### src/rtl/scl_timing_pkg.sv
package scl_timing_pkg;

   typedef enum logic [1:0] {
      SPD_STD   = 2'd0,
      SPD_FAST  = 2'd1,
      SPD_FPLUS = 2'd2,
      SPD_HIGH  = 2'd3
   } spd_e;

   typedef enum logic [3:0] {
      RA_SPEED   = 4'd0,
      RA_STD_HI  = 4'd1,
      RA_STD_LO  = 4'd2,
      RA_FAST_HI = 4'd3,
      RA_FAST_LO = 4'd4,
      RA_HS_HI   = 4'd5,
      RA_HS_LO   = 4'd6,
      RA_SPK_LS  = 4'd7,
      RA_SPK_HS  = 4'd8,
      RA_HOLD    = 4'd9
   } reg_addr_e;

   localparam int HIGH_OFFSET = 3;
   localparam int NUM_PAIRS   = 3;

endpackage

### src/rtl/scl_cfg_regs.sv
module scl_cfg_regs
   import scl_timing_pkg::*;
#(
   parameter int CNT_W = 16,
   parameter int SPK_W = 8,
   parameter int PH_W  = 18,
   parameter bit HS_EN = 1'b1
) (
   input  logic             clk,
   input  logic             rst_n,
   input  logic             ctrl_enable,
   input  logic             wr_en,
   input  logic [3:0]       wr_addr,
   input  logic [CNT_W-1:0] wr_data,
   output logic [PH_W-1:0]  hi_len,
   output logic [PH_W-1:0]  lo_len,
   output logic [CNT_W-1:0] hold_cnt
);

   localparam int NREG = 2 * NUM_PAIRS;

   spd_e                         spd_q;
   logic [NREG-1:0][CNT_W-1:0]   cnt_q;
   logic [1:0][SPK_W-1:0]        spk_q;
   logic [CNT_W-1:0]             hold_q;
   logic                         wr_ok;

   assign wr_ok = wr_en && !ctrl_enable;

   always_ff @(posedge clk or negedge rst_n) begin
      if (!rst_n) begin
         spd_q  <= SPD_STD;
         cnt_q  <= '0;
         spk_q  <= '0;
         hold_q <= '0;
      end else if (wr_ok) begin
         case (reg_addr_e'(wr_addr))
            RA_SPEED:   spd_q    <= spd_e'(wr_data[1:0]);
            RA_STD_HI:  cnt_q[0] <= wr_data;
            RA_STD_LO:  cnt_q[1] <= wr_data;
            RA_FAST_HI: cnt_q[2] <= wr_data;
            RA_FAST_LO: cnt_q[3] <= wr_data;
            RA_HS_HI:   cnt_q[4] <= wr_data;
            RA_HS_LO:   cnt_q[5] <= wr_data;
            RA_SPK_LS:  spk_q[0] <= wr_data[SPK_W-1:0];
            RA_SPK_HS:  spk_q[1] <= wr_data[SPK_W-1:0];
            RA_HOLD:    hold_q   <= wr_data;
            default:    ;
         endcase
      end
   end

   // speed-class resolution; high speed is an option of the instance
   logic hs_allowed;
   generate
      if (HS_EN) begin : g_hs
         assign hs_allowed = 1'b1;
      end else begin : g_no_hs
         assign hs_allowed = 1'b0;
      end
   endgenerate

   logic [1:0] pair_idx;
   always_comb begin
      case (spd_q)
         SPD_STD:   pair_idx = 2'd0;
         SPD_HIGH:  pair_idx = hs_allowed ? 2'd2 : 2'd1;
         default:   pair_idx = 2'd1;
      endcase
   end

   logic [CNT_W-1:0] h_raw, l_raw, h_eff, l_eff;
   logic [SPK_W-1:0] spk_sel;

   assign h_raw   = cnt_q[{pair_idx, 1'b0}];
   assign l_raw   = cnt_q[{pair_idx, 1'b1}];
   assign h_eff   = (h_raw == '0) ? CNT_W'(1) : h_raw;
   assign l_eff   = (l_raw == '0) ? CNT_W'(1) : l_raw;
   assign spk_sel = (pair_idx == 2'd2) ? spk_q[1] : spk_q[0];

   assign hi_len   = PH_W'(h_eff) + PH_W'(spk_sel) + PH_W'(HIGH_OFFSET);
   assign lo_len   = PH_W'(l_eff) + PH_W'(1);
   assign hold_cnt = hold_q;

   // nothing moves while the controller is enabled
   p_cfg_locked_r10: assert property (@(posedge clk) disable iff (!rst_n)
      ctrl_enable |=> ($stable(cnt_q) && $stable(spk_q) && $stable(hold_q) && $stable(spd_q)));

   // zero counts never shorten a phase below its floor
   p_len_floor_r5: assert property (@(posedge clk) disable iff (!rst_n)
      (hi_len >= PH_W'(HIGH_OFFSET + 1)) && (lo_len >= PH_W'(2)));

endmodule

### src/rtl/scl_phase_ctr.sv
module scl_phase_ctr #(
   parameter int PH_W = 18
) (
   input  logic            clk,
   input  logic            rst_n,
   input  logic            go,
   input  logic [PH_W-1:0] hi_len,
   input  logic [PH_W-1:0] lo_len,
   output logic            busy,
   output logic            scl,
   output logic            rise_p,
   output logic            fall_p
);

   logic            busy_q, scl_q, rise_q, fall_q;
   logic [PH_W-1:0] cnt_q;

   always_ff @(posedge clk or negedge rst_n) begin
      if (!rst_n) begin
         busy_q <= 1'b0;
         scl_q  <= 1'b1;
         cnt_q  <= '0;
         rise_q <= 1'b0;
         fall_q <= 1'b0;
      end else begin
         rise_q <= 1'b0;
         fall_q <= 1'b0;
         if (!busy_q) begin
            if (go) begin
               busy_q <= 1'b1;
               scl_q  <= 1'b0;
               cnt_q  <= lo_len - PH_W'(1);
               fall_q <= 1'b1;
            end
         end else if (cnt_q != '0) begin
            cnt_q <= cnt_q - PH_W'(1);
         end else if (!scl_q) begin
            scl_q  <= 1'b1;
            cnt_q  <= hi_len - PH_W'(1);
            rise_q <= 1'b1;
         end else if (go) begin
            scl_q  <= 1'b0;
            cnt_q  <= lo_len - PH_W'(1);
            fall_q <= 1'b1;
         end else begin
            busy_q <= 1'b0;
         end
      end
   end

   assign busy   = busy_q;
   assign scl    = scl_q;
   assign rise_p = rise_q;
   assign fall_p = fall_q;

   // the level holds while the phase counter is still running
   p_phase_steady_r3: assert property (@(posedge clk) disable iff (!rst_n)
      (busy_q && cnt_q != '0) |=> $stable(scl_q));

   // pulses coincide with the first cycle of the new level
   p_rise_mark_r6: assert property (@(posedge clk) disable iff (!rst_n)
      rise_q |-> (scl_q && !$past(scl_q)));
   p_fall_mark_r6: assert property (@(posedge clk) disable iff (!rst_n)
      fall_q |-> (!scl_q && $past(scl_q)));
   p_pulse_excl_r6: assert property (@(posedge clk) disable iff (!rst_n)
      $onehot0({rise_q, fall_q}));

   // an idle generator keeps the clock high
   p_idle_high_r7: assert property (@(posedge clk) disable iff (!rst_n)
      (!busy_q && !go) |=> scl_q);

endmodule

### src/rtl/sda_hold_dly.sv
module sda_hold_dly #(
   parameter int CNT_W = 16
) (
   input  logic             clk,
   input  logic             rst_n,
   input  logic             busy,
   input  logic             fall_p,
   input  logic [CNT_W-1:0] hold,
   input  logic             sda_req,
   output logic             sda
);

   logic             sda_q, pend_q;
   logic [CNT_W-1:0] cnt_q;

   always_ff @(posedge clk or negedge rst_n) begin
      if (!rst_n) begin
         sda_q  <= 1'b1;
         pend_q <= 1'b0;
         cnt_q  <= '0;
      end else if (!busy) begin
         sda_q  <= sda_req;
         pend_q <= 1'b0;
      end else if (fall_p) begin
         if (hold <= CNT_W'(1)) begin
            sda_q  <= sda_req;
            pend_q <= 1'b0;
         end else begin
            pend_q <= 1'b1;
            cnt_q  <= hold - CNT_W'(2);
         end
      end else if (pend_q) begin
         if (cnt_q == '0) begin
            sda_q  <= sda_req;
            pend_q <= 1'b0;
         end else begin
            cnt_q <= cnt_q - CNT_W'(1);
         end
      end
   end

   assign sda = sda_q;

   // outside the single hold expiry the data line is frozen during a run
   p_sda_frozen_r8: assert property (@(posedge clk) disable iff (!rst_n)
      (busy && !pend_q && !fall_p) |=> $stable(sda_q));

   // when idle the data line tracks the request one cycle later
   p_sda_follow_r9: assert property (@(posedge clk) disable iff (!rst_n)
      !busy |=> (sda_q == $past(sda_req)));

endmodule

### src/rtl/scl_timing_gen.sv
module scl_timing_gen
   import scl_timing_pkg::*;
#(
   parameter int CNT_W = 16,
   parameter int SPK_W = 8,
   parameter bit HS_EN = 1'b1
) (
   input  logic             clk,
   input  logic             rst_n,
   input  logic             ctrl_enable,
   input  logic             wr_en,
   input  logic [3:0]       wr_addr,
   input  logic [CNT_W-1:0] wr_data,
   input  logic             run,
   input  logic             sda_req,
   output logic             scl_out,
   output logic             sda_out,
   output logic             scl_rise_pulse,
   output logic             scl_fall_pulse
);

   localparam int PH_W = CNT_W + 2;

   generate
      if (CNT_W < 4) begin : g_bad_cnt
         $error("CNT_W must be at least 4");
      end
      if (SPK_W < 1 || SPK_W > CNT_W) begin : g_bad_spk
         $error("SPK_W must lie between 1 and CNT_W");
      end
   endgenerate

   logic [PH_W-1:0]  hi_len, lo_len;
   logic [CNT_W-1:0] hold_cnt;
   logic             busy, fall_p, rise_p, scl_w, go;

   assign go = run && ctrl_enable;

   scl_cfg_regs #(
      .CNT_W (CNT_W),
      .SPK_W (SPK_W),
      .PH_W  (PH_W),
      .HS_EN (HS_EN)
   ) u_cfg (
      .clk         (clk),
      .rst_n       (rst_n),
      .ctrl_enable (ctrl_enable),
      .wr_en       (wr_en),
      .wr_addr     (wr_addr),
      .wr_data     (wr_data),
      .hi_len      (hi_len),
      .lo_len      (lo_len),
      .hold_cnt    (hold_cnt)
   );

   scl_phase_ctr #(
      .PH_W (PH_W)
   ) u_phase (
      .clk    (clk),
      .rst_n  (rst_n),
      .go     (go),
      .hi_len (hi_len),
      .lo_len (lo_len),
      .busy   (busy),
      .scl    (scl_w),
      .rise_p (rise_p),
      .fall_p (fall_p)
   );

   sda_hold_dly #(
      .CNT_W (CNT_W)
   ) u_sda (
      .clk     (clk),
      .rst_n   (rst_n),
      .busy    (busy),
      .fall_p  (fall_p),
      .hold    (hold_cnt),
      .sda_req (sda_req),
      .sda     (sda_out)
   );

   assign scl_out        = scl_w;
   assign scl_rise_pulse = rise_p;
   assign scl_fall_pulse = fall_p;

   // a run never starts unless the controller is enabled
   p_start_gated_r7: assert property (@(posedge clk) disable iff (!rst_n)
      (!busy && !ctrl_enable) |=> !scl_fall_pulse);

endmodule

### config.mk
export PLATFORM = sky130hd
export DESIGN_NAME = scl_timing_gen
export DESIGN_NICKNAME = d
export VERILOG_FILES = /design/src/rtl/scl_timing_pkg.sv /design/src/rtl/scl_cfg_regs.sv /design/src/rtl/scl_phase_ctr.sv /design/src/rtl/sda_hold_dly.sv /design/src/rtl/scl_timing_gen.sv
export SDC_FILE = /design/constraint.sdc
export NUM_CORES = 1
export LEC_CHECK = 0
export BUFFER_PORTS_ARGS = -buffer_cell sky130_fd_sc_hd__buf_2
export CELL_PAD_IN_SITES_DETAIL_PLACEMENT = 0
export CELL_PAD_IN_SITES_GLOBAL_PLACEMENT = 1
export CORE_ASPECT_RATIO = 0.9
export CORE_UTILIZATION = 35
export CTS_CLUSTER_SIZE = 30
export DETAILED_ROUTE_END_ITERATION = 7
export PLACE_DENSITY = 0.57
export SETUP_SLACK_MARGIN = 0.1
export SYNTH_ARGS = -nofsm -noshare
export SYNTH_HDL_FRONTEND = slang
export SYNTH_SLANG_ARGS = --single-unit
export TNS_END_PERCENT = 5
### constraint.sdc
create_clock -name clk -period 9.65 [get_ports clk]
set_input_delay 0.4825 -clock clk [delete_from_list [all_inputs] [get_ports clk]]
set_output_delay 0.4825 -clock clk [all_outputs]
set_load 0.05 [all_outputs]
Yosys cells after proc, flatten, opt, wreduce, memory -nomap -nowiden

Index checks and enable logic that the tools add are counted.
Widths: inputs -> output; s select.

Muxes and demuxes: 41
Bitwise gates (word level): 0
Multiply operators: 0
Magnitude comparators: 3
Add/subtract/negate cells: 8
Equality and inequality tests: 17
Shifts and indexed selects: 0
Div/mod/pow operators: 0
Reductions and logical operators: 24

Operators by type and width:

| kind                  | number |
|---|---|
| $mux 16               | 8 |
| $mux 18               | 4 |
| $bmux 16 s2           | 2 |
| $logic_not 16->1      | 3 |
| $sub 18x1->18 const B | 2 |
| $mux 1                | 25 |
| $reduce_and 2->1      | 11 |
| $add 18x2->18 const B | 1 |
| $reduce_bool 18->1    | 1 |
| $sub 17x1->18 const B | 1 |
| $add 16x1->17 const B | 1 |
| $add 16x8->17         | 1 |
| $eq 4x3->1 const B    | 4 |
| $le 16x1->1 const B   | 1 |
| $sub 16x1->16 const B | 1 |
| $sub 16x2->16 const B | 1 |
| $ne 3x2->1 const B    | 3 |
| $eq 4x2->1 const B    | 2 |
| $eq 4x4->1 const B    | 2 |
| $lt 3x4->1 const B    | 2 |
| $mux 8                | 1 |
| $ne 2x2->1 const B    | 3 |
| $eq 2x2->1 const B    | 2 |
| $eq 4x1->1 const B    | 1 |
| 8 further kinds       | 10 |

ROM bits: 0
Bits in writable memories: 0
Latch bits: 0
Memories: 0
Register bits: 170
Output and inout bits: 4
Logic and storage cells: 111
Input bits: 26

Longest topological paths before layout

Gate-level depths: netlist of the first run.

Depth in word-level cells: 12
Gate-level depth with buffers: 23
Mapped depth without buffers: 18

By module

Synthesis of the first run repeated with hierarchy kept, for this count alone.

Cell total of the unflattened synthesis: 966
Area total of the unflattened synthesis: 10219.8 um^2

By module, submodules not included:

| module         | times used | sequential area each (um^2) | area an instance (um^2) | cells an instance |
|---|---|---|---|---|
| scl_cfg_regs   | 1          | 3253.1                      | 6631.4                  | 520 |
| scl_phase_ctr  | 1          | 551.8                       | 2093.3                  | 259 |
| sda_hold_dly   | 1          | 451.7                       | 1488.9                  | 186 |
| scl_timing_gen | 1          | 0.0                         | 6.3                     | 1 |

Least setup slack after synthesis of the first run

Ideal clock, no wire load.

Path type: register to register
Start: register u_cfg.spd_q[0]
End: register u_phase.cnt_q[15]
Buffers on the path: 5
Library setup time: 128 ps
Data arrival time: 4686 ps
Slack: 4837 ps
Cell stages (with the launch flop): 24
Data required time: 9522 ps
Period minus slack after synthesis: 4813 ps
Cells stage by stage: dfrtp_1 ha_1 buf_2 nor2b_1 buf_2 buf_1 buf_1 buf_1 nand2_1 o21ai_0 nor4_1 nand4_1 o211ai_1 ha_1 inv_1 fa_1 nor2b_1 o31a_1 o31a_1 or3b_1 or4_4 o21ai_2 and3_1 o31ai_2

Word-level cells in the longest chain between the ends: 12
Elaborated cells between the ends (all ways): 22
Those cells by class: 5 x add/sub; 2 x eq/ne; 12 x mux; 3 x reduce/logical

RTL lines:

| element                                        | line                                                          | RTL |
|---|---|---|
| start: declaration                             | scl_cfg_regs.sv:22                                            | `spd_e spd_q;` |
| start signal: assignment                       | scl_cfg_regs.sv:38                                            | `RA_SPEED: spd_q <= spd_e'(wr_data[1:0]);` |
| $eq 2x2->1 or $logic_not 2->1 (tied branches)  | scl_cfg_regs.sv:65                                            | `case (spd_q)` |
| $pmux 2 s2 *                                   | scl_cfg_regs.sv:65                                            |  |
| $bmux 16 s2 (on tied branches)                 | scl_cfg_regs.sv:75, scl_cfg_regs.sv:76                        |  |
| $mux 16 (on tied branches)                     | scl_cfg_regs.sv:75, scl_cfg_regs.sv:76                        |  |
| $logic_not 16->1 (on tied branches)            | scl_cfg_regs.sv:77, scl_cfg_regs.sv:78                        |  |
| $mux 16 (on tied branches)                     | scl_cfg_regs.sv:77, scl_cfg_regs.sv:78                        |  |
| $add 16x8->17 or $add 16x1->17 (tied branches) | scl_cfg_regs.sv:81, scl_cfg_regs.sv:82                        |  |
| $add 18x2->18 or $sub 17x1->18 (tied branches) | scl_cfg_regs.sv:81, scl_phase_ctr.sv:32, scl_phase_ctr.sv:43  |  |
| $sub 18x1->18 or $mux 18 (tied branches)       | scl_phase_ctr.sv:39, scl_phase_ctr.sv:29, scl_phase_ctr.sv:41 |  |
| $mux 18                                        | scl_phase_ctr.sv:37                                           | `end else if (!scl_q) begin` |
| $mux 18                                        | scl_phase_ctr.sv:35                                           | `end else if (cnt_q != '0) begin` |
| $mux 18 *                                      | scl_phase_ctr.sv:28                                           | `if (!busy_q) begin` |
| end signal: assignment                         | scl_phase_ctr.sv:32                                           | `cnt_q <= lo_len - PH_W'(1);` |
| end signal: assignment                         | scl_phase_ctr.sv:36                                           | `cnt_q <= cnt_q - PH_W'(1);` |
| end signal: assignment                         | scl_phase_ctr.sv:39                                           | `cnt_q <= hi_len - PH_W'(1);` |
| end: declaration                               | scl_phase_ctr.sv:16                                           | `logic [PH_W-1:0] cnt_q;` |

Every way passes the cells marked *; elsewhere a longest branch is shown, timed or not. The select of a mux whose other input is x is not followed.
A chain may end at the register's enable or synchronous reset.

Worst setup path in the final report of the first run

Start: register u_cfg.spd_q[0]
End: register u_phase.cnt_q[14]

The elaborated chain is that of the path after synthesis.

==> results of run 1 <==
-- worst max-delay path, stage by stage, from the launching register on --
cell	delay, ns
dfrtp_1	0.40
ha_2	0.51
nor2b_2	0.25
buf_4	0.27
nand2_1	0.12
o21ai_0	0.28
nor4_1	0.39
nand4_1	0.14
o211ai_1	0.12
ha_1	0.23
inv_1	0.07
fa_1	0.39
nor2b_1	0.20
o21ai_0	0.14
a2111oi_0	0.57
and3b_1	0.32
nand3_1	0.14
or4_1	0.49
xnor2_1	0.16
o211ai_1	0.19
-- cell type report --
cell class                      count  area share [%]
Multi-Input combinational cell    643            46.3
Sequential cell                   170            41.3
Clock buffer                       20            4.33
Tap cell                          348            4.22
Timing Repair Buffer               35            1.93
Clock inverter                     12            1.29
Inverter                           18           0.655
-- registers in the layout, indices dropped and copies added (netlist names) --
signal          cells
u_sda.pend_q        1
u_phase.scl         1
u_cfg.spk_q        16
u_phase.busy        1
u_phase.cnt_q      18
u_cfg.cnt_q        96
u_sda.sda           1
u_phase.fall_p      1
u_phase.rise_p      1
u_sda.cnt_q        16
u_cfg.spd_q         2
u_cfg.hold_cnt     16
-- cells by family (layout without fill, tap and decap cells) --
family          after synthesis  count (layout)  share of synthesized area (%)
mux                         173             173                           20.6
simple gates                242             242                           13.1
flops                       170             170                           46.0
buf+inv                      56              85                           2.54
compound gates              185             185                           13.1
xor+xnor                     28              28                           2.65
fa+ha+maj                    15              15                           2.11
-- synth_stat cells, drive strengths merged (16+ instances only) --
| cell type | n | share of area, % |
|---|---|---|
| a21oi | 37 | 2.0 |
| buf | 16 | 0.92 |
| clkbuf | 22 | 0.89 |
| dfrtp | 168 | 45 |
| inv | 16 | 0.65 |
| mux2 | 138 | 17 |
| mux2i | 35 | 3.8 |
| nand2 | 86 | 3.5 |
| nor2 | 44 | 1.8 |
| nor3 | 21 | 1.1 |
| o21ai | 72 | 3.9 |
| xnor2 | 16 | 1.5 |
-- repair_timing --
action,in CTS,in global routing
setup buffers,0,0
hold buffers,1,0
hold endpoints to repair,40,0
setup endpoints to repair,0,0
-- metal layers --
layer	vias up	GRT usage (%)	routed length (um)
met2	116	29.5	11100
li1	3224	-	-
met4	0	4.38	240
met1	3366	28.5	13000
met5	-	0	0
met3	20	3.16	782
-- report_power, final --
group / leakage (nW) / switching (mW) / internal (mW)
registers: 2.16 / 0.0627 / 0.818
clock network: 0.279 / 0.313 / 0.371
logic: 1.99 / 0.375 / 0.258
-- worst min path at each step --
stage,from,endpoint,cells after the start
floorplan,rst_n,u_cfg.cnt_q[0]$_DFFE_PN0P_,0
global placement,rst_n,u_sda.cnt_q[9]$_DFFE_PN0P_,1
detailed placement,rst_n,u_sda.cnt_q[9]$_DFFE_PN0P_,1
CTS,sda_req,u_sda.sda$_DFFE_PN1P_,2
global route,sda_req,u_sda.sda$_DFFE_PN1P_,2
finish,sda_req,u_sda.sda$_DFFE_PN1P_,2
-- through the flow --
stage,worst slack (ns),std cells,utilization (%),power (mW),area [um2]
2_1_floorplan,4.84,869,-,1.32,9260
3_3_place_gp,4.28,1213,37.4,1.53,9720
3_5_place_dp,4.26,1213,37.4,1.53,9720
4_1_cts,4.24,1246,39.7,2.23,10300
5_1_grt,3.66,1246,39.7,2.33,10300
6_report,4.16,1246,39.7,2.20,10300
==> impl_metrics.json, run 1 <==
{
  "start_kind": "flop",
  "area_delta_synth_final_pct": 11.3,
  "cp_max_fo": 38,
  "r2r_start": "u_cfg.spd_q[0]$_DFFE_PN0P_",
  "gp_congestion": 0.848,
  "core_area_mm2": 0.0260,
  "grt_pass1_vias": 6560,
  "antenna_found_initial": 0,
  "wl_per_cell_um": 20.1,
  "vias_per_cell": 5.40,
  "htree_levels": 4,
  "finalMaxSlewViolations": 0,
  "nNetsFinal": 926,
  "synth_nets": 910,
  "clk_path_buf_depth": 2,
  "grt_pass1_wl_mm": 39.8,
  "grt_max_degree": 71,
  "worst_slew_pin_slew_ns": 0.993,
  "synth_ff_type": "dfrtp_1",
  "rrSetupSlack_ns": 4.16,
  "cts_sinks": 170,
  "power_per_cell_area_mw_per_mm2": 213,
  "synth_area_mm2": 0.00926,
  "rr_worst_depth": 19,
  "start_util_pct": 35.6,
  "ios": 30,
  "cp_data_arrival_time_ns": 5.82,
  "hold_viol": 0,
  "rows": 56,
  "endpoint_kind": "flop",
  "timing.rr.end": "u_phase.cnt_q[14]$_DFF_PN0_",
  "crit_path_start": "u_cfg.spd_q[0]$_DFFE_PN0P_",
  "finalWirelength_mm": 25.1,
  "via_count": 6726,
  "synthCells": 869,
  "firstDrtPassIters": 5,
  "clk-insertion-delay-late_ns": 0.44,
  "setup_viol": 0,
  "cts_resized": 0,
  "synth_edf_count": 0,
  "grt_usage_pct": 19.3,
  "slew_headroom_pct": 33.1,
  "yosysWarnings": 0,
  "criticalPathCategory": "reg2reg",
  "seq_area_frac_synth_pct": 46.0,
  "dp_hpwl_mm": 18.1,
  "cts_root_buf": "clkbuf_16",
  "postRouteAntennaNets": 0,
  "die_h_um": 156,
  "grt_overflow": 0,
  "worst_ep_required_time_ns": 9.99,
  "syn_avg_cell_area_um2": 10.7,
  "nFillCells": 2565,
  "critPathCapture": "u_phase.cnt_q[14]$_DFF_PN0_",
  "die_w_um": 173,
  "ys_ff_latch": 170,
  "path_clk_slew_ns": 0.07,
  "ys_async_sr_fraction_pct": 100,
  "clock_skew_ns": 0.0156,
  "final_common_cell": "dfrtp_1",
  "tritoncts": "built",
  "layout-drive-gt1-share_pct": 24.8,
  "multi_input_area_mm2": 0.00477,
  "finalCritPeriodShare_pct": 56.8,
  "drc_errors": 0,
  "synth_cell_types": 78,
  "leakage_nw": 4.43,
  "dieArea_mm2": 0.0271,
  "port-buffer-count": 29,
  "hold_class": "in2reg",
  "first_iter_violations": 396,
  "regArea_mm2": 0.00426,
  "layout_min_cycle_time_ns": 5.49,
  "ir_worst_vdd_mv": 0.136,
  "rsz0062_at_grt": "false",
  "max_freq_ghz": 0.182,
  "antenna-diode-count": 0,
  "setup_tns_ns": 0,
  "numCtsBuffers": 17,
  "fin_hold_ws_ns": 0.279,
  "final_cell_mix": "dfrtp_1 (168), mux2_2 (138), nand2_1 (86), o21ai_0 (69), nor2_1 (43)",
  "outcome": "complete, no violations",
  "maxCapViolations": 0
}
Note: power is estimated with default switching activity, not from simulation.
==> run 2, diff against run 1 <==
ABC_AREA = 1   (was unset)
PLACE_DENSITY = 0.61   (was 0.57)
clock period = 5.72 ns   (was 9.65 ns; I/O delays follow)
==> run 2 against run 1 <==
  * Wire length up 15%
  * Cell area grew 2.1%
  * Maximum frequency rose by 12%
  * Sequential power up 85%
  * Non-clock buffer count rose by 5
  * Clock skew increased by 0.0034 ns
  * Worst hold slack worse by 0.19 ns
  * Die area grew 2.3%
  * Largest power group is now combinational logic
  * First-iteration DRC count increased by 82%
  * Cell count is 31% higher
  * Total power up 100%
  * Global-route usage increased by 2.6 points
==> impl_metrics.json, run 2 <==
{
  "postRouteAntennaNets": 0,
  "path_common_cell": "nand2_1",
  "nNetsFinal": 1318,
  "setup_tns_ns": 0,
  "synth_area_mm2": 0.00948,
  "worst_slew_pin_slew_ns": 1.04,
  "synth_edf_count": 0,
  "place_ws_ns": 0.762,
  "grt_pass1_wl_mm": 45.5,
  "rsz0062_at_grt": "false",
  "seq_area_frac_synth_pct": 44.9,
  "wl_per_cell_um": 17.6,
  "layout_min_cycle_time_ns": 4.92,
  "synth_cell_types": 46,
  "hold_viol": 0,
  "slowest_stage": "ha_1",
  "grt_max_degree": 70,
  "yosysMostFrequentCell": "nand2_1",
  "dieArea_mm2": 0.0277,
  "cts_sinks": 170,
  "hold_start": "sda_req",
  "yosys-top-cells-area": "dfrtp_1 (44%), nand2_1 (14%), o21ai_0 (10%)",
  "first_iter_violations": 722,
  "antenna-diode-count": 0,
  "setup_viol": 0,
  "largest_register_ff_count": 96,
  "rows": 56,
  "endpoint_kind": "flop",
  "clock_skew_ns": 0.0191,
  "worst_ep_required_time_ns": 6.04,
  "ir_worst_vdd_mv": 0.193,
  "criticalPathCategory": "reg2reg",
  "nFillCells": 2831,
  "yosysTopAreaCell": "dfrtp_1",
  "die_w_um": 175,
  "cp_cell_sequence": "ha_1 -> buf_4 -> o21ai_0 -> o21ai_0 -> nor4_1 -> nand4_1 -> o41ai_1 -> ha_1 -> inv_1 -> fa_1 -> xnor2_1 -> ha_1 -> nand3_1 -> nor2_1 -> nand3_1 -> nor3_2 -> nand3_2 -> o21ai_1 -> nand2_1 -> nand2_1 -> nand2_1 -> nand2_1 -> nand2_1",
  "synth_ff_type": "dfrtp_1",
  "core_area_mm2": 0.0263,
  "synth_top_area_share_pct": 44.3,
  "start_util_pct": 36.0,
  "finalCritPeriodShare_pct": 86.0,
  "regMostFlops": "u_cfg.cnt_q",
  "max_freq_ghz": 0.203,
  "worst_slack_ns": 0.803,
  "ys_ff_latch": 170,
  "maxCapViolations": 0,
  "via_count": 8176,
  "htree_levels": 4,
  "power_per_cell_area_mw_per_mm2": 420,
  "synth_commonest_cells": "nand2_1 (358), o21ai_0 (191), dfrtp_1 (168)",
  "vias_per_cell": 4.99,
  "top_regs": "u_cfg.cnt_q (96), u_phase.cnt_q (18)",
  "grt_overflow": 0,
  "grt_usage_pct": 21.9,
  "antenna_found_initial": 0,
  "r2r_start": "u_cfg.spd_q[0]$_DFFE_PN0P_",
  "syn_avg_cell_area_um2": 7.50,
  "layout-drive-gt1-share_pct": 9.46,
  "grt_pass1_vias": 7554,
  "slew_headroom_pct": 30.5,
  "start_kind": "flop",
  "cts_root_buf": "clkbuf_16",
  "finalWirelength_mm": 28.9,
  "ys_async_sr_fraction_pct": 100,
  "synth_nets": 1305,
  "port-buffer-count": 29,
  "clk-insertion-delay-late_ns": 0.44,
  "gp_congestion": 0.818,
  "cp_data_arrival_time_ns": 5.24,
  "synthCells": 1264,
  "dp_hpwl_mm": 20.6,
  "yosysWarnings": 0,
  "firstDrtPassIters": 5,
  "final_common_cell": "nand2_1",
  "die_h_um": 158,
  "cp_slowest_stage_delay_ns": 0.51,
  "area_delta_synth_final_pct": 11.0,
  "tritoncts": "built",
  "cp_max_fo": 26,
  "crit_path_start": "u_cfg.spd_q[0]$_DFFE_PN0P_",
  "path_clk_slew_ns": 0.07,
  "clk_path_buf_depth": 2,
  "hold_class": "in2reg",
  "ios": 30,
  "leakage_nw": 5.13,
  "cts_resized": 0,
  "finalMaxSlewViolations": 0,
  "outcome": "complete, no violations",
  "final_cell_mix": "nand2_1 (358), o21ai_0 (191), dfrtp_1 (168), inv_1 (128), nor2_1 (115)",
  "drc_errors": 0,
  "numCtsBuffers": 17
}
run 2: changes by cell type after synthesis, sizes merged, moves of 10 or more:
cell,change
a21oi,-14
clkbuf,+15
inv,+122
mux2,-130
mux2i,-35
nand2,+274
nand3,+35
nand4,+17
nor2,+77
o21ai,+127
or2,+12
or3,-10
xnor2,-10
run 2: area by class of cell:
class | count | area, um2 | share of cell area [%]
clock buffers | 17 | 425 | 4.04
clock inverters | 14 | 146 | 1.39
inverters | 139 | 522 | 4.96
multi-input cells | 909 | 4510 | 42.8
flip-flops and latches | 170 | 4260 | 40.4
well taps | 348 | 435 | 4.14
repair buffers | 40 | 236 | 2.25
run 2: cells by family after synthesis:
kind of cell	share of synthesized area [%]
AND/OR/NAND/NOR	26.4
AO/OA/AOI/OAI	15.9
adder cells (fa/ha/maj)	2.06
flip-flops	44.9
XOR/XNOR	2.12
multiplexers	0.950
buffers and inverters	7.62
run 2: critical path: cells and delay by family (launching register included):
family / cells / cell delay, ns
XOR/XNOR: 1 / 0.23
AO/OA/AOI/OAI: 4 / 0.92
AND/OR/NAND/NOR: 12 / 1.48
buffers and inverters: 2 / 0.40
flip-flops: 1 / 0.40
adder cells (fa/ha/maj): 4 / 1.38
run 2: path summary, 6_finish.rpt:
check                                               to  slack, ns  cells past startpoint
min reg2reg                u_cfg.cnt_q[33]$_DFFE_PN0P_       0.48                      2
max in group asynchronous  u_cfg.cnt_q[84]$_DFFE_PN0P_       4.08                      3
min                              u_sda.sda$_DFFE_PN1P_       0.09                      2
max reg2reg                u_phase.cnt_q[15]$_DFF_PN0_       0.80                     23
max                        u_phase.cnt_q[15]$_DFF_PN0_       0.80                     23
min in group asynchronous   u_sda.cnt_q[9]$_DFFE_PN0P_       0.35                      2
run 2: power by group:
part	leakage (nW)	internal [mW]	switching, mW
clock	0.282	0.581	0.573
combinational	2.70	0.556	1.09
sequential	2.15	1.45	0.182
total	5.13	2.58	1.84
run 2: timing repair:
| item | in CTS | in global routing |
|---|---|---|
| buffers inserted | 0 | 0 |
| endpoints found under the hold margin | 39 | 0 |
| hold buffers | 1 | 0 |
| endpoints found under the setup margin | 0 | 0 |
run 2: stage by stage:
stage | cells | area, um2 | util (%) | power, mW | hold WS, ns
2_1_floorplan | 1264 | 9480 | - | 2.78 | -0.00959
3_3_place_gp | 1605 | 9950 | 37.8 | 3.29 | 0.262
3_5_place_dp | 1605 | 9950 | 37.8 | 3.29 | 0.259
4_1_cts | 1637 | 10500 | 40.0 | 4.46 | 0.0648
5_1_grt | 1637 | 10500 | 40.0 | 4.78 | 0.0703
6_report | 1637 | 10500 | 40.0 | 4.43 | 0.0854
run 2: metal layers:
| metal | vias up | part of all wire [%] | GRT usage (%) |
|---|---|---|---|
| met5 | - | 0 | 0 |
| met4 | 0 | 0.94 | 4.89 |
| met1 | 3849 | 53 | 34.1 |
| li1 | 4162 | - | - |
| met3 | 13 | 3.9 | 3.24 |
| met2 | 152 | 42 | 31.5 |
==> run 3, diff against run 2 <==
RECOVER_POWER = 50   (was unset)
TNS_END_PERCENT = 30   (was 5)
==> run 3 against run 2 <==
  * Combinational power barely moved
  * Register-to-register slack barely moved
  * Clock-buffer cell count did not move
  * Utilization shrank 0.076 points
  * Largest power group unchanged
  * Non-clock buffer count unchanged
  * Critical endpoint unchanged
  * The flow now finishes with violations (max-capacitance violations, max-slew violations)
  * Sequential share of layout area increased by 0.077 points
  * Critical path depth is the same
  * Sequential power about the same
  * Total power about the same
  * Maximum frequency about the same
==> impl_metrics.json, run 3 (synthesis gave the netlist of run 2 again) <==
{
  "port-buffer-count": 29,
  "vias_per_cell": 4.99,
  "stdcell_area_mm2": 0.0105,
  "cts_setup_buffers": 0,
  "timing.rr.end": "u_phase.cnt_q[15]$_DFF_PN0_",
  "die_h_um": 158,
  "setup_tns_ns": 0,
  "path_clk_slew_ns": 0.07,
  "grt_pass1_wl_mm": 45.5,
  "r2r_start": "u_cfg.spd_q[0]$_DFFE_PN0P_",
  "via_count": 8176,
  "numCtsBuffers": 17,
  "wl_per_cell_um": 17.6,
  "finalMaxSlewViolations": 175,
  "regMostFlops": "u_cfg.cnt_q",
  "first_iter_violations": 720,
  "antenna_found_initial": 0,
  "slew_headroom_pct": -79.3,
  "nFillCells": 2836,
  "hold_start": "sda_req",
  "outcome": "finished with violations",
  "max_freq_ghz": 0.204,
  "rsz0062_at_grt": "false",
  "nNetsFinal": 1318,
  "cts_hold_buf": 1,
  "whs_path_depth": 2,
  "firstDrtPassIters": 5,
  "endpoint_kind": "flop",
  "regArea_mm2": 0.00426,
  "drc_errors": 0,
  "postRouteAntennaNets": 0,
  "worst_hold_path.endpoint": "u_sda.sda$_DFFE_PN1P_",
  "layout-drive-gt1-share_pct": 9.08,
  "setup_viol": 0,
  "start_util_pct": 36.0,
  "rr_worst_depth": 23,
  "layout_min_cycle_time_ns": 4.91,
  "ios": 30,
  "start_kind": "flop",
  "power_per_cell_area_mw_per_mm2": 421,
  "leakage_nw": 5.11,
  "clock_skew_ns": 0.0184,
  "criticalPathCategory": "reg2reg",
  "grt_pass1_vias": 7554,
  "dp_hpwl_mm": 20.6,
  "hold_class": "in2reg",
  "ir_worst_vdd_mv": 0.193,
  "antenna-diode-count": 0,
  "largest_register_ff_count": 96,
  "final_util_pct": 39.9,
  "top_regs": "u_cfg.cnt_q (96), u_phase.cnt_q (18)",
  "violations": "max-capacitance violations, max-slew violations",
  "cts_sinks": 170,
  "cp_data_arrival_time_ns": 5.23,
  "cts_resized": 0,
  "clk-insertion-delay-late_ns": 0.44,
  "worst_ep_required_time_ns": 6.04,
  "dieArea_mm2": 0.0277,
  "final_cell_mix": "nand2_1 (358), o21ai_0 (191), dfrtp_1 (168), inv_1 (128), nor2_1 (115)",
  "cts_root_buf": "clkbuf_16",
  "rows": 56,
  "finalWirelength_mm": 28.9,
  "grt_overflow": 0,
  "clk_path_buf_depth": 2,
  "area_delta_synth_final_pct": 10.8,
  "gp_congestion": 0.818,
  "core_area_mm2": 0.0263,
  "cp_max_fo": 26,
  "final_common_cell": "nand2_1",
  "finalCritPeriodShare_pct": 85.9,
  "grt_max_degree": 70,
  "die_w_um": 175,
  "htree_levels": 4,
  "grt_usage_pct": 21.9,
  "tritoncts": "built",
  "dpl_cell_area_mm2": 0.00995,
  "hold_viol": 0,
  "multi_input_area_mm2": 0.00451,
  "rrSetupSlack_ns": 0.81,
  "maxCapViolations": 3,
  "worst_slew_pin_slew_ns": 2.69
}
==> run 3: changes by cell type in the layout (fill, tap and decap cells not counted), sizes merged <==
cell	change
buf	-7
clkbuf	+7
==> run 3: worst max-delay path by stage <==
stage | from | to | slack, ns
floorplan | u_cfg.spd_q[0]$_DFFE_PN0P_ | u_phase.cnt_q[15]$_DFF_PN0_ | 1.43
global placement | u_cfg.spd_q[0]$_DFFE_PN0P_ | u_phase.cnt_q[15]$_DFF_PN0_ | 0.84
detailed placement | u_cfg.spd_q[0]$_DFFE_PN0P_ | u_phase.cnt_q[15]$_DFF_PN0_ | 0.76
CTS | u_cfg.spd_q[0]$_DFFE_PN0P_ | u_phase.cnt_q[15]$_DFF_PN0_ | 0.76
global route | u_cfg.spd_q[1]$_DFFE_PN0P_ | u_phase.cnt_q[15]$_DFF_PN0_ | 0.34
finish | u_cfg.spd_q[0]$_DFFE_PN0P_ | u_phase.cnt_q[15]$_DFF_PN0_ | 0.81
==> run 3: worst max-delay path, cell delays in order, from the launching register on <==
cell     delay (ns)
dfrtp_1        0.40
ha_1           0.51
buf_4          0.34
o21ai_0        0.20
o21ai_0        0.25
nor4_1         0.36
nand4_1        0.11
o41ai_1        0.28
ha_1           0.25
inv_1          0.06
fa_1           0.41
xnor2_1        0.23
ha_1           0.21
nand3_1        0.09
nor2_1         0.16
nand3_1        0.14
nor3_2         0.21
nand3_2        0.14
o21ai_1        0.18
nand2_1        0.07
nand2_1        0.06
nand2_1        0.04
nand2_1        0.05
nand2_1        0.05
==> run 3: layout make-up <==
class | instances | area share [%]
tap | 348 | 4.14
sequential | 170 | 40.5
clock buffer | 17 | 4.05
multi-input combinational | 909 | 42.9
clock inverter | 14 | 1.39
timing repair buffer | 40 | 2.06
inverter | 139 | 4.97
==> run 3: per-stage QoR <==
stage               setup slack, ns  total power, mW  hold WS, ns  cells
detailed placement            0.762             3.29        0.259   1605
global route                  0.342             4.78       0.0703   1637
CTS                           0.757             4.46       0.0648   1637
finish                        0.808             4.42       0.0857   1637
global placement              0.843             3.29        0.262   1605
floorplan                      1.43             2.78     -0.00959   1264
==> run 3: routing by layer <==
metal / vias up / track usage [%] / share of wire, %
met4: 0 / 4.89 / 0.94
met1: 3849 / 34.1 / 53
met5: - / 0 / 0
met3: 13 / 3.24 / 3.8
li1: 4160 / - / -
met2: 154 / 31.5 / 42
==> run 3: power by group <==
group	internal [mW]	total [mW]	switching, mW
sequential	1.45	1.63	0.181
combinational	0.554	1.64	1.09
clock	0.581	1.15	0.572
